==> src/rtl/msiq_pkg.sv <==
`timescale 1ns/1ps
package msiq_pkg;
  localparam int REG_AW = 3;
  localparam int SZ_W   = 2;

  localparam logic [REG_AW-1:0] RA_CTRL    = 3'd0;
  localparam logic [REG_AW-1:0] RA_BASE_HI = 3'd3;
  localparam logic [REG_AW-1:0] RA_BASE_LO = 3'd4;
  localparam logic [REG_AW-1:0] RA_RD_OFF  = 3'd5;
  localparam logic [REG_AW-1:0] RA_WR_OFF  = 3'd6;

  localparam int CB_EN    = 0;
  localparam int CB_FDET  = 1;
  localparam int CB_OVF   = 2;
  localparam int CB_IRQ   = 3;
  localparam int CB_STOP  = 4;
  localparam int CB_SZ_LO = 8;

  typedef struct packed {
    logic            en;
    logic            fdet;
    logic            irq_en;
    logic            stop;
    logic [SZ_W-1:0] size;
  } ctl_t;
endpackage

==> src/rtl/msiq_regs.sv <==
`timescale 1ns/1ps
module msiq_regs
  import msiq_pkg::*;
#(
  parameter int DW    = 32,
  parameter int OFF_W = 18
) (
  input  logic              clk,
  input  logic              rst_n,
  input  logic              reg_we,
  input  logic [REG_AW-1:0] reg_addr,
  input  logic [DW-1:0]     reg_wdata,
  output logic [DW-1:0]     reg_rdata,
  input  logic              set_ovf,
  input  logic [OFF_W-1:0]  mask,
  input  logic [OFF_W-1:0]  roff_m,
  input  logic [OFF_W-1:0]  woff_m,
  output ctl_t              ctl,
  output logic [2*DW-1:0]   base,
  output logic [OFF_W-1:0]  roff_q
);
  logic          ovf_q;
  logic [DW-1:0] base_hi_q, base_lo_q;
  logic          wr_ctl;

  assign wr_ctl = reg_we && (reg_addr == RA_CTRL);
  assign base   = {base_hi_q, base_lo_q};

  always_ff @(posedge clk or negedge rst_n) begin
    if (!rst_n) begin
      ctl       <= '0;
      base_hi_q <= '0;
      base_lo_q <= '0;
      roff_q    <= '0;
    end else if (reg_we) begin
      case (reg_addr)
        RA_CTRL: begin
          ctl.en     <= reg_wdata[CB_EN];
          ctl.fdet   <= reg_wdata[CB_FDET];
          ctl.irq_en <= reg_wdata[CB_IRQ];
          ctl.stop   <= reg_wdata[CB_STOP];
          ctl.size   <= reg_wdata[CB_SZ_LO +: SZ_W];
        end
        RA_BASE_HI: base_hi_q <= reg_wdata;
        RA_BASE_LO: base_lo_q <= reg_wdata;
        RA_RD_OFF:  roff_q    <= reg_wdata[OFF_W-1:0] & mask;
        default: ;
      endcase
    end
  end

  // sticky overflow: a drop in the same cycle as a clear wins
  always_ff @(posedge clk or negedge rst_n) begin
    if (!rst_n)                         ovf_q <= 1'b0;
    else if (set_ovf)                   ovf_q <= 1'b1;
    else if (wr_ctl && reg_wdata[CB_OVF]) ovf_q <= 1'b0;
  end

  always_comb begin
    reg_rdata = '0;
    case (reg_addr)
      RA_CTRL: begin
        reg_rdata[CB_EN]              = ctl.en;
        reg_rdata[CB_FDET]            = ctl.fdet;
        reg_rdata[CB_OVF]             = ovf_q;
        reg_rdata[CB_IRQ]             = ctl.irq_en;
        reg_rdata[CB_STOP]            = ctl.stop;
        reg_rdata[CB_SZ_LO +: SZ_W]   = ctl.size;
      end
      RA_BASE_HI: reg_rdata = base_hi_q;
      RA_BASE_LO: reg_rdata = base_lo_q;
      RA_RD_OFF:  reg_rdata = {{(DW-OFF_W){1'b0}}, roff_m};
      RA_WR_OFF:  reg_rdata = {{(DW-OFF_W){1'b0}}, woff_m};
      default:    reg_rdata = '0;
    endcase
  end
endmodule

==> src/rtl/msiq_ptr.sv <==
`timescale 1ns/1ps
module msiq_ptr
  import msiq_pkg::*;
#(
  parameter int OFF_W     = 18,
  parameter int REC_BYTES = 16
) (
  input  logic             clk,
  input  logic             rst_n,
  input  logic [SZ_W-1:0]  size,
  input  logic [OFF_W-1:0] roff_q,
  input  logic             adv,
  output logic [OFF_W-1:0] mask,
  output logic [OFF_W-1:0] roff_m,
  output logic [OFF_W-1:0] woff_m,
  output logic [OFF_W-1:0] woff_q,
  output logic             full,
  output logic             empty
);
  localparam logic [SZ_W-1:0]  SZ_MAX  = SZ_W'((1 << SZ_W) - 1);
  localparam logic [OFF_W-1:0] REC     = OFF_W'(REC_BYTES);
  localparam logic [OFF_W-1:0] REC_LOW = OFF_W'(REC_BYTES - 1);

  logic [OFF_W-1:0] woff_next;

  assign mask      = ({OFF_W{1'b1}} >> (SZ_MAX - size)) & ~REC_LOW;
  assign roff_m    = roff_q & mask;
  assign woff_m    = woff_q & mask;
  assign woff_next = (woff_m + REC) & mask;
  assign full      = (woff_next == roff_m);
  assign empty     = (woff_m == roff_m);

  always_ff @(posedge clk or negedge rst_n) begin
    if (!rst_n)   woff_q <= '0;
    else if (adv) woff_q <= woff_next;
  end
endmodule

==> src/rtl/msiq_writer.sv <==
`timescale 1ns/1ps
module msiq_writer
  import msiq_pkg::*;
#(
  parameter int REG_W     = 32,
  parameter int MEM_W     = 128,
  parameter int MIN_SHIFT = 15,
  parameter int REC_BYTES = 16,
  parameter int IRQ_W     = 16
) (
  input  logic                 clk,
  input  logic                 rst_n,
  input  logic                 reg_we,
  input  logic [REG_AW-1:0]    reg_addr,
  input  logic [REG_W-1:0]     reg_wdata,
  output logic [REG_W-1:0]     reg_rdata,
  input  logic                 msi_valid,
  output logic                 msi_ready,
  input  logic [REG_W-1:0]     msi_data,
  output logic                 mem_valid,
  input  logic                 mem_ready,
  output logic [2*REG_W-1:0]   mem_addr,
  output logic [MEM_W-1:0]     mem_data,
  output logic                 irq
);
  localparam int ADDR_W = 2 * REG_W;
  localparam int OFF_W  = MIN_SHIFT + (1 << SZ_W) - 1;

  ctl_t              ctl;
  logic [ADDR_W-1:0] base;
  logic [OFF_W-1:0]  roff_q, roff_m, woff_m, woff_q, mask;
  logic              full, empty, accept, drop, post, adv;

  msiq_regs #(.DW(REG_W), .OFF_W(OFF_W)) regs_i (
    .clk(clk), .rst_n(rst_n),
    .reg_we(reg_we), .reg_addr(reg_addr), .reg_wdata(reg_wdata), .reg_rdata(reg_rdata),
    .set_ovf(drop), .mask(mask), .roff_m(roff_m), .woff_m(woff_m),
    .ctl(ctl), .base(base), .roff_q(roff_q)
  );

  msiq_ptr #(.OFF_W(OFF_W), .REC_BYTES(REC_BYTES)) ptr_i (
    .clk(clk), .rst_n(rst_n), .size(ctl.size), .roff_q(roff_q), .adv(adv),
    .mask(mask), .roff_m(roff_m), .woff_m(woff_m), .woff_q(woff_q),
    .full(full), .empty(empty)
  );

  assign msi_ready = ctl.en && !mem_valid && !(full && ctl.stop);
  assign accept    = msi_valid && msi_ready;
  assign drop      = accept && full && ctl.fdet;
  assign post      = accept && !drop;
  assign adv       = mem_valid && mem_ready;
  assign irq       = ctl.en && ctl.irq_en && !empty;

  always_ff @(posedge clk or negedge rst_n) begin
    if (!rst_n) begin
      mem_valid <= 1'b0;
      mem_addr  <= '0;
      mem_data  <= '0;
    end else if (post) begin
      mem_valid <= 1'b1;
      mem_addr  <= base + {{(ADDR_W-OFF_W){1'b0}}, woff_m};
      mem_data  <= {{(MEM_W-IRQ_W){1'b0}}, msi_data[IRQ_W-1:0]};
    end else if (adv) begin
      mem_valid <= 1'b0;
    end
  end
endmodule

==> config.mk <==
export PLATFORM = sky130hd
export DESIGN_NAME = msiq_writer
export DESIGN_NICKNAME = d
export VERILOG_FILES = /design/src/rtl/msiq_pkg.sv /design/src/rtl/msiq_regs.sv /design/src/rtl/msiq_ptr.sv /design/src/rtl/msiq_writer.sv
export SDC_FILE = /design/constraint.sdc
export NUM_CORES = 1
export LEC_CHECK = 0
export CORE_MARGIN = 10
export CORE_UTILIZATION = 44
export DETAILED_ROUTE_END_ITERATION = 10
export GPL_TIMING_DRIVEN = 0
export PLACE_DENSITY = 0.78
export SYNTH_ARGS = -nofsm -noshare
export SYNTH_HDL_FRONTEND = slang
export SYNTH_SLANG_ARGS = --single-unit
==> constraint.sdc <==
create_clock -name clk -period 2.8 [get_ports clk]
set_clock_uncertainty 0.1 [all_clocks]
set_input_delay 0.56 -clock clk [delete_from_list [all_inputs] [get_ports clk]]
set_output_delay 0.56 -clock clk [all_outputs]
set_load 0.02 [all_outputs]
* Word-level counts from Yosys, hierarchy flattened
Cells that the tools add are included.
W data, S select, Z words.
** Word-level totals
- Output and inout port bits :: 227
- Bits in registers :: 188
- Word-level logic and storage cells :: 58
- Input port bits :: 72
** Operators by class
- Add/subtract/negate cells :: 3
- Mux-type cells :: 8
- Shift operators :: 1
- Bitwise gates (word level) :: 4
- Reductions and logical operators :: 23
- Equal/unequal tests :: 6
** Operator list (number)
- $pmux W22 S4 :: 1
- $and A18 B18 Y18 :: 4
- $add A64 B18 Y64 :: 1
- $eq A18 B18 Y1 :: 2
- $pmux W5 S5 :: 1
- $add A18 B5 Y18 const B :: 1
- $shr A18 B2 Y18 const A :: 1
- $logic_and A1 B1 Y1 :: 12
- $pmux W3 S4 :: 1
- $pmux W2 S5 :: 1
- $eq A3 B3 Y1 const B :: 3
- $reduce_and A2 Y1 :: 4
- $logic_not A1 Y1 :: 4
- $mux W1 :: 4
- $reduce_bool A2 Y1 :: 2
- $eq A3 B2 Y1 const B :: 1
- $logic_not A3 Y1 :: 1
- $sub A2 B2 Y2 const A :: 1

* Logic depth before layout (Yosys ltp)
Gate-level depths: netlist of run 1.
- Depth in word-level cells :: 15
- Depth in mapped cells :: 13

* By module
A second synthesis of run 1 with hierarchy kept.
** Second synthesis, totals
- Cell total of the unflattened synthesis :: 1207
- Area total of the unflattened synthesis :: 11621.1 um^2
** By module, submodules not included
- msiq_writer :: area each 5741.8 um^2, times used 1, cells each 682
- msiq_regs :: area each 4289.1 um^2, times used 1, cells each 332
- msiq_ptr :: area each 1590.3 um^2, times used 1, cells each 193

* Worst setup path after synthesis of run 1
Ideal clock, no wire load.
- Path type :: reg2reg
- Start point :: register regs_i.ctl[0] (netlist name)
- End point :: register mem_addr[38]
- Path buffers :: 3
- Cell stages (with the launch flop) :: 13
- Arrival time :: 2.612 ns
- Period minus slack after synthesis :: 2.795 ns
- Setup time :: 0.083 ns
- Slack :: 0.005 ns
- Required time :: 2.617 ns
- Cell sequence :: dfrtp_1 > buf_2 > o21ai_0 > inv_1 > ha_1 > clkbuf_1 > nand4_1 > or2_2 > o31ai_4 > buf_6 > nand4_1 > xor2_1 > o21ai_0
** Between the ends
- Word-level cells in the longest chain between the ends :: 14
- Elaborated cells on any way between the ends :: 16
** RTL lines
- $sub A2 B2 Y2 * :: RTL line msiq_ptr.sv:26 : assign mask = ({OFF_W{1'b1}} >> (SZ_MAX - size)) & ~REC_LOW;
- $shr A18 B2 Y18 * :: RTL line msiq_ptr.sv:26
- $and A18 B18 Y18 :: RTL line msiq_ptr.sv:28 : assign woff_m = woff_q & mask;
- $add A18 B5 Y18 :: RTL line msiq_ptr.sv:29 : assign woff_next = (woff_m + REC) & mask;
- $and A18 B18 Y18 :: RTL line msiq_ptr.sv:29
- $eq A18 B18 Y1 :: RTL line msiq_ptr.sv:30 : assign full = (woff_next == roff_m);
- $logic_and A1 B1 Y1 :: RTL line msiq_writer.sv:47 : assign msi_ready = ctl.en && !mem_valid && !(full && ctl.stop);
- $logic_not A1 Y1 :: RTL line msiq_writer.sv:47
- $logic_and A1 B1 Y1 :: RTL line msiq_writer.sv:47
- $logic_and A1 B1 Y1 :: RTL line msiq_writer.sv:48 : assign accept = msi_valid && msi_ready;
- $logic_and A1 B1 Y1 (2 in series) :: RTL line msiq_writer.sv:49 : assign drop = accept && full && ctl.fdet;
- $logic_not A1 Y1 :: RTL line msiq_writer.sv:50 : assign post = accept && !drop;
- $logic_and A1 B1 Y1 :: RTL line msiq_writer.sv:50
- end signal, assigned :: RTL line msiq_writer.sv:61 : mem_addr <= base + {{(ADDR_W-OFF_W){1'b0}}, woff_m};
- end, declared :: RTL line msiq_writer.sv:22 : output logic [2*REG_W-1:0] mem_addr,
Every way passes the cells marked *; elsewhere a longest branch is shown, timed or not.
A chain may end at the register's enable or synchronous reset.

* Worst setup path after layout of run 1
- Start point :: register ptr_i.woff_q[10]
- End point :: output port msi_ready
** Between the ends
- Word-level cells in the longest chain between the ends :: 7
** RTL lines
- start, declared :: RTL line msiq_ptr.sv:16 : output logic [OFF_W-1:0] woff_q,
- start signal, assigned :: RTL line msiq_ptr.sv:35 : else if (adv) woff_q <= woff_next;
- $and A18 B18 Y18 :: RTL line msiq_ptr.sv:28
- $add A18 B5 Y18 :: RTL line msiq_ptr.sv:29
- $and A18 B18 Y18 :: RTL line msiq_ptr.sv:29
- $eq A18 B18 Y1 :: RTL line msiq_ptr.sv:30
- $logic_and A1 B1 Y1 :: RTL line msiq_writer.sv:47
- $logic_not A1 Y1 :: RTL line msiq_writer.sv:47
- $logic_and A1 B1 Y1 :: RTL line msiq_writer.sv:47
- end, declared :: RTL line msiq_writer.sv:18 : output logic msi_ready,
Every way passes these cells.

==> reports/qor.yml, run 1 <==
reg2reg_setup_slack_ns: -0.27
worstReg2RegEnd: "mem_addr[2]$_DFFE_PN0P_"
critPathCaptureType: "output pin"
layout_commonest_cell: "dfrtp_1"
violations: "negative hold slack, negative setup slack"
pin_count: 299
num-fill-cells: 1878
die-width_microns: 173
global_route_wire_length_before_repair_microns: 51600
grt_start_max_net_pins: 101
grt_util_all_layers: 0.217
drt_wl_total_microns: 34000
gp_congestion: 0.922
critPathArrivalTime_ns: 2.50
post-route-min-period_ns: 3.16
required_ns: 2.14
synthCells: 1005
antenna_found_initial: 1
cell_internal_power_dissipation_mw: 7.22
number_of_setup_violations_in_the_final_report: 82
syn2layout_area_growth_pct: 40.4
drtPass1Iterations: 5
post-place-ws_ns: -1.91
antenna_violating_nets_post_route: 0
power_density_nw_per_um2: 804
ff2ff_path_depth: 10
grt_pass1_vias: 8907
max_freq_mhz: 317
detailroute.wirelength.met2_microns: 17000
timing_worst_setup_path_type: "reg -> out"
chipHeight_microns: 173
final_core_utilization: 0.623
power.net_switching_mw: 4.48
finalInstanceArea_sq_um: 14500
power_switching_share: 0.383
maxUsedRoutingLayer: "met4"
finalNonFillerCells: 1687
layout_setup_ws_ns: -0.358
drive_above_1_share: 0.315
dp_cells: 1605
setup-tns-final_ns: -14.08
cts-root-to-sink-buffers: 2
crit_path_start: "ptr_i.woff_q[10]$_DFFE_PN0P_"
post-route-period-util: 1.13
hold_path.class: "in -> async"
cts_sinks: 180
hold_buffers: 0
r2r_start: "ptr_i.woff_q[10]$_DFFE_PN0P_"
leakage_power_nw: 6.56
yosysSeqAreaShare: 0.435
run_status: "finished, violations left"
worst_skew_pair.late_latency_ns: 0.44
maximum_fanout_count_along_the_critical_path: 5
worst_setup_hold_path_clk_slew_ns: 0.07
synth_warnings: 0
finish.net_count: 1443
placementRows: 56
async_flop_share: 1.00
max-slew-margin-rel: 0.464
final_hold_viol_count: 8
floorplan.die_area_sq_um: 30100
met1_length_microns: 13300
route.vias.total: 8815
share_comb_of_total_power: 0.446
tritoncts: "built"
synth_enable_flop_cells: 0
vdd_ir_drop_max_uv: 571
final_max_slew_viol_count: 0
wire_per_inst_microns: 20.1
drc: 0
drtIter0Drc: 737
cts_made_buffers: 17
initial_utilization: 0.444
syn-cell-area_sq_um: 10400
worstSetupEndpoint: "msi_ready"
clock_tree.htree_level_count: 4
synth.distinct_cells: 66
timing.critical_path.from_type: "flop"
sequential_share_of_power: 0.358
port_buffers: 169
route.detailed.vias_per_inst: 5.23
met3_length_microns: 2850
clk_root_buffer_cell: "clkbuf_16"
synth_area_per_cell_sq_um: 10.3
max_cap_viol_count: 0
fp.coreArea_sq_um: 23300
dpl_cell_area_sq_um: 12900
pwr-share-clk: 0.195
postSynthRegisterBits: 180
dp_hpwl_microns: 25300
mostFrequentLayoutCells: "dfrtp_1, buf_4, clkdlybuf4s50_1"
totalPowerFinal_mw: 11.7
overflow: 0
rsz_0062_raised_after_global_routing: "yes"
hold-worst-slack_ns: -0.0129
tightestPinTransition_ns: 0.804
postSynth.topFlopCell: "dfrtp_1"
## flip-flops by register name, summed over array words and instances (netlist names)
signal	count
regs_i.ovf_q	1
mem_data	16
mem_valid	1
regs_i.base_lo_q	32
regs_i.ctl	6
regs_i.base_hi_q	32
regs_i.roff_q	14
ptr_i.woff_q	14
mem_addr	64
## power groups by stage
| stage | Clock, mW | Combinational, mW | Sequential, mW |
|---|---|---|---|
| floorplan | 0 | 2.02 | 4.73 |
| global placement | 0 | 4.64 | 4.17 |
| detailed placement | 0 | 4.71 | 4.21 |
| CTS | 2.31 | 5.08 | 4.17 |
| global route | 2.41 | 5.57 | 4.30 |
| finish | 2.29 | 5.22 | 4.19 |
## routing by layer
metal  global-route usage  up-vias
met2                0.371      408
li1                     -     4030
met5                    0        -
met4               0.0676        0
met3               0.0582       51
met1                0.260     4326
## worst min path at each step
stage,start,endpoint,slack [ns],depth (start not counted)
3_5_place_dp,mem_addr[44]$_DFFE_PN0P_,mem_addr[44]$_DFFE_PN0P_,0.37,2
4_1_cts,rst_n,regs_i.roff_q[16]$_DFFE_PN0P_,0.03,1
6_report,rst_n,regs_i.roff_q[16]$_DFFE_PN0P_,-0.01,1
2_1_floorplan,rst_n,mem_addr[0]$_DFFE_PN0P_,0.16,0
5_1_grt,rst_n,regs_i.roff_q[16]$_DFFE_PN0P_,0.05,1
3_3_place_gp,mem_addr[45]$_DFFE_PN0P_,mem_addr[45]$_DFFE_PN0P_,0.36,2
## cell type report
| class | instances | area, sq um | share of cell area |
|---|---|---|---|
| antenna | 1 | 2.50 | 0.000172 |
| buffer | 158 | 1340 | 0.0918 |
| clock buffer | 22 | 474 | 0.0326 |
| clock inverter | 9 | 68.8 | 0.00473 |
| inverter | 16 | 60.1 | 0.00413 |
| multi-input combinational | 758 | 5490 | 0.377 |
| sequential | 180 | 4510 | 0.310 |
| tap | 319 | 399 | 0.0274 |
| timing repair buffer | 224 | 2210 | 0.152 |
## critical path, stage by stage, from the launching register on
cell and delay [ns]:
dfrtp_1 0.41, buf_6 0.14, buf_4 0.15, nor3b_1 0.14, a2111oi_1 0.42, a211oi_2 0.13, o2111ai_4 0.27, nor2_2 0.09
a21oi_2 0.17, buf_6 0.14
## synthesized netlist by cell type, types with 5 or more instances
| cell | instances | share of area |
|---|---|---|
| a22o_1 | 15 | 0.013 |
| mux2i_1 | 16 | 0.015 |
| o22ai_1 | 10 | 0.0060 |
| nor4_1 | 7 | 0.0042 |
| buf_6 | 8 | 0.0087 |
| nand2_1 | 108 | 0.039 |
| nor3_1 | 7 | 0.0034 |
| nand4_1 | 18 | 0.011 |
| buf_4 | 117 | 0.085 |
| a21oi_1 | 12 | 0.0058 |
| nor2b_1 | 9 | 0.0054 |
| dfrtp_1 | 180 | 0.43 |
| and2_1 | 8 | 0.0048 |
| nand3_1 | 30 | 0.014 |
| o21ai_0 | 84 | 0.041 |
| ha_1 | 15 | 0.018 |
| nor2_1 | 19 | 0.0069 |
| clkbuf_1 | 16 | 0.0058 |
| clkbuf_2 | 5 | 0.0024 |
| mux2_2 | 102 | 0.11 |
| xnor2_1 | 29 | 0.025 |
| and3_1 | 18 | 0.011 |
| inv_1 | 16 | 0.0058 |
| or2_2 | 5 | 0.0030 |
| a22oi_1 | 14 | 0.010 |
| and4_1 | 8 | 0.0068 |
| a21o_1 | 5 | 0.0036 |
| xor2_1 | 54 | 0.046 |
| buf_2 | 12 | 0.0058 |
## cells by family after synthesis
| group | count (synthesis) | synth area share |
|---|---|---|
| DFF | 180 | 0.435 |
| and+or+nand+nor | 254 | 0.125 |
| adders and majority gates | 16 | 0.0201 |
| buffers and inverters | 178 | 0.115 |
| AOI/OAI and AO/OA | 175 | 0.108 |
| other | 1 | 0.000362 |
| muxes | 118 | 0.126 |
| xor gates and xnor gates | 83 | 0.0702 |
## repair_timing
action / CTS / global route
pin swaps: 20 / 16
gates resized for setup: 233 / 46
gates cloned: 3 / 0
buffers inserted: 34 / 17
setup endpoints to repair: 147 / 113
Power figures use the tool's default switching activity.
==> run 2: changes to the inputs <==
Settings changed: CORE_UTILIZATION 44 to 58, DONT_BUFFER_PORTS set to 1, PLACE_DENSITY 0.78 to 0.76.
==> run 2 against run 1 <==
  * The flow still finishes with violations (negative hold slack, negative setup slack)
  * Sequential power is 23% higher
  * Largest power group is now sequential cells
  * Die area is 22% lower
  * First-iteration DRC count is 20% higher
  * Largest cell class unchanged
  * Clock power is 6% higher
  * Count of clock-buffer cells in the layout is 4 lower
  * Final area is 11% lower
  * Setup slack better by 0.11 ns
  * Sequential cell count stayed put
  * Worst hold slack worse by 0.27 ns
==> reports/qor.yml, run 2 (synthesized netlist as in run 1, its figures left out) <==
overflow: 0  # unchanged
fp.coreArea_sq_um: 17400  # -25%
worstSetupEndpoint: "mem_data[2]$_DFFE_PN0P_"
clock_tree.htree_level_count: 4  # unchanged
leakage_power_nw: 6.01  # -8.5%
cts-root-to-sink-buffers: 2  # unchanged
power_density_nw_per_um2: 845  # +5.0%
gr-usage-met3: 0.0968  # +0.0386
vdd_ir_drop_max_uv: 679  # +19%
wire_per_inst_microns: 23.2  # +15%
ff2ff_path_depth: 10  # unchanged
tritoncts: "built"
r2r_start: "ptr_i.woff_q[4]$_DFFE_PN0P_"
chipHeight_microns: 154  # -11%
power.net_switching_mw: 4.55  # +1.5%
share_comb_of_total_power: 0.308  # -0.138
drtIter0Drc: 888  # +20%
tightestPinTransition_ns: 0.757  # -0.0467 ns
timing.critical_path.from_type: "flop"
layout_setup_ws_ns: -0.249  # +0.109 ns
largest-register: "mem_addr"
grt.met1_usage: 0.299  # +0.0393
finish.net_count: 1274  # -12%
hold-worst-slack_ns: -0.288  # -0.275 ns
run_status: "finished, violations left"
antenna_violating_nets_post_route: 0  # unchanged
cts_made_buffers: 17  # unchanged
drc: 0  # unchanged
dp_hpwl_microns: 23000  # -9.0%
busiest_layer_in_global_routing: "met2"
post-place-ws_ns: -0.934  # +0.981 ns
floorplan.die_area_sq_um: 23600  # -22%
final_hold_viol_count: 180  # +172
worst_setup_hold_path_clk_slew_ns: 0.07  # about the same
antenna_found_initial: 1  # unchanged
grt_util_all_layers: 0.264  # +0.0473
placementRows: 48  # -14%
totalPowerFinal_mw: 11.0  # -6.2%
critPathArrivalTime_ns: 3.27  # +0.77 ns
mostFrequentLayoutCells: "dfrtp_1, buf_4, conb_1"
post-route-period-util: 1.09  # -0.0390
route.vias.total: 8308  # -5.8%
cts_sinks: 180  # unchanged
power_switching_share: 0.414  # +0.0314
syn2layout_area_growth_pct: 25.4
reg2reg_setup_slack_ns: -0.25  # +0.02 ns
max_cap_viol_count: 0  # unchanged
grt_start_max_net_pins: 181  # +79%
global_route_wire_length_before_repair_microns: 48900  # -5.2%
number_of_setup_violations_in_the_final_report: 82  # unchanged
final_max_slew_viol_count: 0  # unchanged
hold_path.class: "in -> async"
use_met2: 0.438  # +0.0668
clk_root_buffer_cell: "clkbuf_16"
sequential_share_of_power: 0.472  # +0.114
worstReg2RegEnd: "mem_data[2]$_DFFE_PN0P_"
max-slew-margin-rel: 0.495  # +0.0311
max_freq_mhz: 328  # +3.6%
gp_congestion: 0.984  # +6.7%
pwr-share-clk: 0.220  # +0.025
timing_worst_setup_path_type: "reg -> reg"
rsz_0062_raised_after_global_routing: "yes"
die-width_microns: 154  # -11%
critPathCaptureType: "flop"
initial_utilization: 0.595  # +0.151
drtPass1Iterations: 5  # unchanged
layout_commonest_cell: "dfrtp_1"
pin_count: 299  # unchanged
required_ns: 3.02  # +0.88 ns
worst_skew_pair.late_latency_ns: 0.44  # about the same
drive_above_1_share: 0.383  # +0.0675
maximum_fanout_count_along_the_critical_path: 10  # +5
largest_register_ff_count: 64  # unchanged
drt_wl_total_microns: 33100  # -2.6%
post-route-min-period_ns: 3.05  # -0.109 ns
violations: "negative hold slack, negative setup slack"
route.detailed.vias_per_inst: 5.83  # +12%
largest_registers: "mem_addr: 64 flops, regs_i.base_hi_q: 32 flops, regs_i.base_lo_q: 32 flops"
cell_internal_power_dissipation_mw: 6.42  # -11%
port_buffers: 0  # -100%
crit_path_start: "ptr_i.woff_q[4]$_DFFE_PN0P_"
grt_pass1_vias: 8062  # -9.5%
[run 2: how the worst min path moves through the flow]
stage / cells past startpoint / start / slack (ns) / end
floorplan: 0 / rst_n / 0.16 / mem_addr[0]$_DFFE_PN0P_
global route: 0 / rst_n / -0.31 / regs_i.base_hi_q[0]$_DFFE_PN0P_
finish: 0 / rst_n / -0.29 / regs_i.base_hi_q[0]$_DFFE_PN0P_
detailed placement: 0 / rst_n / 0.17 / mem_data[15]$_DFFE_PN0P_
CTS: 0 / rst_n / -0.30 / regs_i.base_hi_q[0]$_DFFE_PN0P_
global placement: 0 / rst_n / 0.17 / mem_data[15]$_DFFE_PN0P_
[run 2: area by class of cell]
| type | count | area [sq um] |
|---|---|---|
| antenna | 1 | 2.50 |
| clock inverter | 14 | 146 |
| clock buffer | 18 | 439 |
| sequential | 180 | 4510 |
| fill | 1172 | 4430 |
| buffer | 156 | 1230 |
| multi-input combinational | 758 | 5710 |
| inverter | 16 | 60.1 |
| timing repair buffer | 57 | 612 |
| tap | 225 | 282 |
[run 2: routing by layer]
layer | up-vias | wire (microns) | part of all wire
li1 | 3681 | - | -
met1 | 4095 | 11800 | 0.36
met2 | 449 | 16400 | 0.49
met3 | 81 | 3550 | 0.11
met4 | 2 | 1310 | 0.040
met5 | - | 65 | 0.0020
[run 2: power groups by stage]
stage          clock network (mW)  logic [mW]  registers [mW]
2_1_floorplan                   0        2.02            4.73
3_3_place_gp                    0        2.36            5.13
3_5_place_dp                    0        2.42            5.16
4_1_cts                      2.40        3.10            5.15
5_1_grt                      2.53        3.66            5.28
6_report                     2.42        3.38            5.17
[run 2: critical path: stages, from the launching register on]
cell       delay (ns)
dfrtp_2          0.46
ha_4             0.30
xnor2_2          0.10
o211ai_1         0.13
nor4b_2          0.36
o2111ai_2        0.23
buf_4            0.21
o31ai_4          0.33
buf_6            0.21
buf_8            0.16
mux2_2           0.33
[run 2: what timing repair did]
| item | CTS | global route |
|---|---|---|
| setup buffers | 33 | 20 |
| resized for setup | 194 | 75 |
| pin swaps | 27 | 25 |
| gates cloned | 7 | 1 |
| setup endpoints to repair | 141 | 111 |
| endpoints found under the hold margin | 180 | 180 |
[run 2: through the flow]
stage          instances  TNS [ns]   util  area (sq um)  hold WS, ns
2_1_floorplan       1116         0      -         10800        0.164
3_3_place_gp        1341    -80.58  0.635         11100        0.169
3_5_place_dp        1341    -81.24  0.635         11100        0.169
4_1_cts             1409     -7.25  0.727         12700       -0.295
5_1_grt             1425    -20.91  0.746         13000       -0.305
6_report            1425    -16.43  0.746         13000       -0.288
